`src/rtl/pacer_pkg.sv`:
```
package pacer_pkg;

  // Spacing values in processor cycles
  localparam int GAP_FLOOR     = 12;  // fastest the processor can issue
  localparam int GAP_G1_GFX    = 29;  // first generation, display on, graphic modes
  localparam int GAP_G2_TEXT   = 20;
  localparam int GAP_G2_GFX    = 15;
  localparam int GAP_G2_BMP_NS = 14;  // bitmap, sprites off, aggressive timing
  localparam int GAP_SAFE      = 29;  // fallback on configuration error
  localparam int GAP_W         = $clog2(GAP_SAFE + 1);

  typedef enum logic [3:0] {
    MODE_TXT40 = 4'd0,
    MODE_TILE1 = 4'd1,
    MODE_TILE2 = 4'd2,
    MODE_MULTI = 4'd3,
    MODE_TXT80 = 4'd4,
    MODE_TILE3 = 4'd5,
    MODE_BMP4  = 4'd6,
    MODE_BMP5  = 4'd7,
    MODE_BMP6  = 4'd8,
    MODE_BMP7  = 4'd9
  } modeCode_e;

  // Strobes from control to datapath
  typedef struct packed {
    logic load;  // access accepted: reload the spacing counter
    logic tick;  // count down one cycle
  } pacerStrobe_t;

endpackage

```
`src/rtl/pacer_interval_sel.sv`:
```
module pacer_interval_sel
  import pacer_pkg::*;
(
  input  logic             ctrlGen,
  input  logic [3:0]       modeCode,
  input  logic             dispEn,
  input  logic             sprEn,
  input  logic             fastTiming,
  output logic [GAP_W-1:0] gapSel,
  output logic             cfgError
);

  logic [GAP_W-1:0] rawGap;
  logic             isText;
  logic             isBitmap;
  logic             validG1;
  logic             validG2;

  always_comb begin
    isText   = (modeCode == MODE_TXT40) || (modeCode == MODE_TXT80);
    isBitmap = (modeCode >= MODE_BMP4) && (modeCode <= MODE_BMP7);
    validG1  = (modeCode <= MODE_MULTI);
    validG2  = (modeCode <= MODE_BMP7);
    cfgError = ctrlGen ? !validG2 : !validG1;
  end

  always_comb begin
    rawGap = GAP_W'(GAP_SAFE);
    if (cfgError) begin
      rawGap = GAP_W'(GAP_SAFE);
    end else if (!ctrlGen) begin
      // first generation: blanking removes every constraint
      if (!dispEn || modeCode == MODE_TXT40) rawGap = '0;
      else                                   rawGap = GAP_W'(GAP_G1_GFX);
    end else if (isText) begin
      rawGap = GAP_W'(GAP_G2_TEXT);
    end else if (!isBitmap) begin
      rawGap = GAP_W'(GAP_G2_GFX);      // tile modes ignore blanking
    end else if (!dispEn) begin
      rawGap = '0;
    end else if (!sprEn && fastTiming) begin
      rawGap = GAP_W'(GAP_G2_BMP_NS);
    end else begin
      rawGap = GAP_W'(GAP_G2_GFX);
    end
  end

  // anything under the processor's own minimum costs no extra wait
  assign gapSel = (rawGap < GAP_W'(GAP_FLOOR)) ? GAP_W'(GAP_FLOOR) : rawGap;

endmodule

```
`src/rtl/pacer_dpath.sv`:
```
module pacer_dpath
  import pacer_pkg::*;
(
  input  logic             clk,
  input  logic             rstN,
  input  pacerStrobe_t     strobe,
  input  logic [GAP_W-1:0] gapSel,
  output logic             cntZero
);

  logic [GAP_W-1:0] count;

  always_ff @(posedge clk) begin
    if (!rstN)            count <= '0;
    else if (strobe.load) count <= gapSel - 1'b1;
    else if (strobe.tick) count <= count - 1'b1;
  end

  assign cntZero = (count == '0);


  load_when_idle_chk: assert property (@(posedge clk) disable iff (!rstN)
    strobe.load |-> cntZero);


  gap_floor_chk: assert property (@(posedge clk) disable iff (!rstN)
    strobe.load |=> (count >= GAP_W'(GAP_FLOOR - 1)));


  steady_countdown_chk: assert property (@(posedge clk) disable iff (!rstN)
    (!cntZero && !strobe.load) |=> (count == $past(count) - 1'b1));

endmodule

```
`src/rtl/pacer_ctrl.sv`:
```
module pacer_ctrl
  import pacer_pkg::*;
#(
  parameter int ADDR_W       = 17,
  parameter int REGION_SHIFT = 11
) (
  input  logic                           clk,
  input  logic                           rstN,
  input  logic                           reqValid,
  input  logic [ADDR_W-1:0]              reqAddr,
  input  logic                           cmdBusy,
  input  logic [ADDR_W-REGION_SHIFT-1:0] cmdRegionLo,
  input  logic [ADDR_W-REGION_SHIFT-1:0] cmdRegionHi,
  input  logic                           cntZero,
  output logic                           reqReady,
  output logic                           memGo,
  output logic                           stall,
  output pacerStrobe_t                   strobe
);

  localparam int REG_W = ADDR_W - REGION_SHIFT;

  logic [REG_W-1:0] region;
  logic             conflict;

  generate
    if (REGION_SHIFT == 0) begin : g_fullAddr
      assign region = reqAddr;
    end else begin : g_upperAddr
      assign region = reqAddr[ADDR_W-1:REGION_SHIFT];
    end
  endgenerate

  assign conflict = cmdBusy && (region >= cmdRegionLo) && (region <= cmdRegionHi);

  assign reqReady    = cntZero && !conflict;
  assign memGo       = reqValid && reqReady;
  assign stall       = reqValid && conflict;
  assign strobe.load = memGo;
  assign strobe.tick = !cntZero;


  busy_after_go_chk: assert property (@(posedge clk) disable iff (!rstN)
    memGo |=> !reqReady);


  conflict_block_chk: assert property (@(posedge clk) disable iff (!rstN)
    stall |-> !memGo);

endmodule

```
`src/rtl/mem_access_pacer.sv`:
```
module mem_access_pacer
  import pacer_pkg::*;
#(
  parameter int ADDR_W       = 17,
  parameter int REGION_SHIFT = 11
) (
  input  logic                           clk,
  input  logic                           rstN,
  input  logic                           reqValid,
  input  logic [ADDR_W-1:0]              reqAddr,
  input  logic                           ctrlGen,
  input  logic [3:0]                     modeCode,
  input  logic                           dispEn,
  input  logic                           sprEn,
  input  logic                           fastTiming,
  input  logic                           cmdBusy,
  input  logic [ADDR_W-REGION_SHIFT-1:0] cmdRegionLo,
  input  logic [ADDR_W-REGION_SHIFT-1:0] cmdRegionHi,
  output logic                           reqReady,
  output logic                           memGo,
  output logic                           stall,
  output logic                           cfgError
);

  logic [GAP_W-1:0] gapSel;
  logic             cntZero;
  pacerStrobe_t     strobe;

  pacer_interval_sel u_sel (
    .ctrlGen    (ctrlGen),
    .modeCode   (modeCode),
    .dispEn     (dispEn),
    .sprEn      (sprEn),
    .fastTiming (fastTiming),
    .gapSel     (gapSel),
    .cfgError   (cfgError)
  );

  pacer_ctrl #(.ADDR_W(ADDR_W), .REGION_SHIFT(REGION_SHIFT)) u_ctrl (
    .clk         (clk),
    .rstN        (rstN),
    .reqValid    (reqValid),
    .reqAddr     (reqAddr),
    .cmdBusy     (cmdBusy),
    .cmdRegionLo (cmdRegionLo),
    .cmdRegionHi (cmdRegionHi),
    .cntZero     (cntZero),
    .reqReady    (reqReady),
    .memGo       (memGo),
    .stall       (stall),
    .strobe      (strobe)
  );

  pacer_dpath u_dpath (
    .clk     (clk),
    .rstN    (rstN),
    .strobe  (strobe),
    .gapSel  (gapSel),
    .cntZero (cntZero)
  );


  cfg_err_first_gen_chk: assert property (@(posedge clk) disable iff (!rstN)
    (!ctrlGen && (modeCode > 4'd3)) |-> cfgError);

endmodule

```
`config.mk`:
```
export PLATFORM = sky130hd
export DESIGN_NAME = mem_access_pacer
export DESIGN_NICKNAME = d
export VERILOG_FILES = /design/src/rtl/pacer_pkg.sv /design/src/rtl/pacer_interval_sel.sv /design/src/rtl/pacer_dpath.sv /design/src/rtl/pacer_ctrl.sv /design/src/rtl/mem_access_pacer.sv
export SDC_FILE = /design/constraint.sdc
export NUM_CORES = 1
export LEC_CHECK = 0
export ABC_AREA = 0
export BUFFER_PORTS_ARGS = -buffer_cell sky130_fd_sc_hd__buf_2
export CAP_MARGIN = 20
export CORE_ASPECT_RATIO = 0.5
export CORE_MARGIN = 2
export CORE_UTILIZATION = 31
export CTS_BUF_LIST = sky130_fd_sc_hd__clkbuf_16
export CTS_CLUSTER_SIZE = 30
export DETAILED_ROUTE_END_ITERATION = 10
export SETUP_SLACK_MARGIN = 0.3
export SLEW_MARGIN = 20
export SYNTH_ARGS = -nofsm -noshare
export SYNTH_HDL_FRONTEND = slang
export SYNTH_HIERARCHICAL = 1
export SYNTH_SLANG_ARGS = --single-unit
```
`constraint.sdc`:
```
create_clock -name clk -period 2.5 [get_ports clk]
set_input_delay 0.375 -clock clk [delete_from_list [all_inputs] [get_ports clk]]
set_output_delay 0.375 -clock clk [all_outputs]
set_load 0.005 [all_outputs]
```
==> results.yml <==
routing:
  drt-vias-per-instance: 4.76
  antenna_left: 0
  drc: 0
  avgRoutedWirePerCell_microns: 10.3
  vias: 904
  drtIter0Drc: 13
  drt_pass1_iterations: 2
  wl_microns: 1960
critical_path:
  path_cells: "buf_6 -> inv_4 -> ha_4 -> or4_4 -> o21a_1 -> a21oi_4 -> mux2i_2 -> ha_2 -> and4bb_2 -> xnor2_1 -> o22ai_1"
  critPathArrivalTime_ps: 2520
  path_class: "in -> reg"
  end_kind: "flop"
  critical-path-slowest-cell: "or4_4"
  start_kind: "input pin"
  critPathBufInv: 2
  cp_data_required_time_ps: 2610
  cp_max_fo: 4
  cpPeakStageDelay_ps: 520
  cp_top_family: "simple AND/OR/NAND/NOR gates"
yosys:
  synth_top_cell_area_share_pct: 19.8
  yosysTopAreaCell: "ha_1"
  async_flop_share_pct: 0
  ys_ff_latch: 5
  yosys_most_used_dff: "dfxtp_1"
  synthTopCellsByArea: "ha_1, dfxtp_1, inv_1"
  ys_seq_area_share_pct: 12.2
  synth_nets: 161
  syn-cell-area_sq_um: 822
  synth.distinct_cells: 37
  yosysWarnings: 6
  synth_edf_count: 0
  syn_inst: 107
  avgSynthCellArea_sq_um: 7.68
timing:
  skew_ps: 3.85
  hold_violations: 0
  period_share_pct: 96.4
  rsz0062_at_grt: "yes"
  final.setup.worst_slack_ps: 89.3
  period_minus_slack_ps: 2410
  setup_viol: 0
  fmax_mhz: 415
  finalMaxSlewViolations: 0
clock_network:
  clk_latency_ps: 230
  cts_max_level: 1
  max-clock-path-buffers: 2
  root_buffer: "clkbuf_16"
  cts_inserted_buffers: 3
  cts_tree: "built"
  clkTransAtPathRegs_ps: 40
  cts.sinks: 5
  hold_buffers: 0
layout:
  drive_gt1_share_pct: 45.8
  diodes: 0
  largest_reg_flops: 5
  top_regs: "u_dpath/count: 5 flops"
  fin_area_sq_um: 1370
  final_nets: 208
  syn2layout_area_growth_pct: 66.1
  n_fill_cell: 242
  regMostFlops: "u_dpath/count"
floorplanning:
  rows: 13
  core_sq_um: 2550
  ios: 45
  dieHeight_microns: 40.4
  dieArea_sq_um: 3100
  start_util_pct: 32.2
  dieWidth_microns: 76.8
global_route:
  grt.overflow.total: 0
  grt_max_degree: 10
  grt_pass1_wl_microns: 2900
  antenna_found_initial: 0
  grt_pass1_vias: 721
  grt_use_total_pct: 12.0
placement:
  routabilityCongestion: 0.710
  placed_area_sq_um: 1130
  dpl_worst_slack_ps: -271
  numPortBuffers: 33
  post-dp-hpwl_microns: 1470
job:
  max_cap_violations: 0
outcome:
  status: "finished clean"
power_and_ir_drop:
  vdd_ir_drop_max_mv: 0.529
  total_power_mw: 0.969
  power_density_nw_per_um2: 710
  leakage_nw: 0.629
worst_hold_path:
  hp-class: "in -> reg"
==> synth_stat cells, drive strengths merged (2+ instances only) <==
master / instances
nor2b: 2
xnor2: 4
mux2i: 3
nor4: 2
nor3b: 3
nand2: 7
dfxtp: 5
nor2: 6
ha: 13
a21boi: 2
inv: 13
a21oi: 6
buf: 4
and3b: 2
nor4b: 3
o21a: 2
nand2b: 4
o21ai: 6
or4: 2
nor3: 4
o311a: 2
==> worst register-to-register path: stages, from the launching register on <==
cell	delay, ps
dfxtp_1	350
or4_4	570
nor2_4	120
nand2_1	80
a21oi_4	190
mux2i_2	260
ha_2	220
and4bb_2	230
xnor2_1	120
o22ai_1	90
==> power breakdown <==
part	internal [mW]	total (mW)	switching (mW)
clock network	0.207	0.260	0.0530
logic	0.309	0.553	0.244
registers	0.116	0.156	0.0399
total	0.632	0.969	0.337
==> routing by layer <==
| metal | routed length (microns) | track usage (%) | vias up |
|---|---|---|---|
| li1 | - | - | 478 |
| met2 | 943 | 22.1 | 21 |
| met4 | 12 | 4.09 | 0 |
| met5 | 0 | 0 | - |
| met3 | 104 | 3.83 | 2 |
| met1 | 900 | 14.0 | 403 |
==> layout by cell type, fill, tap and decap left out, types with 4 or more instances in the layout <==
cell type,count
buf_2,28
inv_1,12
buf_4,11
nand2_1,7
ha_1,7
buf_6,6
o21ai_0,6
nor2_1,5
ha_4,5
dfxtp_1,5
a21oi_1,4
nor3_1,4
nand2b_1,4
xnor2_1,4
==> what timing repair did <==
action | 4_1_cts | 5_1_grt
setup buffers | 0 | 2
setup endpoints to repair | 7 | 7
gates resized for setup | 12 | 12
pin swaps | 7 | 7
==> final timing paths <==
path	cells after the start	from	to	slack (ps)
setup reg to reg	9	u_dpath/count[2]$_SDFFE_PN0P_	u_dpath/count[4]$_SDFFE_PN0P_	160
hold reg to reg	2	u_dpath/count[0]$_SDFFE_PN0P_	u_dpath/count[0]$_SDFFE_PN0P_	530
setup / recovery	11	cmdRegionLo[2]	u_dpath/count[4]$_SDFFE_PN0P_	90
hold / removal	2	rstN	u_dpath/count[2]$_SDFFE_PN0P_	440
==> cell families after synthesis <==
logic type	count (synthesis)	synth area share (%)
flops	5	12.2
fa+ha+maj	13	19.8
compound gates	23	18.3
simple gates	41	31.7
other cells	1	0.456
xor+xnor	4	4.26
buf+inv	17	9.74
mux	3	3.65
==> stage by stage <==
step	instances	utilization, %	hold slack (ps)	TNS [ps]
finish	190	53.5	437	0
global route	190	53.5	440	-31.0
CTS	188	50.1	436	0
detailed placement	184	44.3	488	-734
global placement	184	44.3	486	-712
floorplan	107	-	462	-239
==> area by class of cell <==
type / count / area (sq um) / area share (%)
Clock inverter: 1 / 3.75 / 0.275
Sequential cell: 5 / 100 / 7.33
Multi-Input combinational cell: 85 / 771 / 56.5
Inverter: 13 / 63.8 / 4.67
Tap cell: 37 / 46.3 / 3.39
Clock buffer: 3 / 75.1 / 5.50
Timing Repair Buffer: 46 / 305 / 22.4
Power figures use the tool's default switching activity.
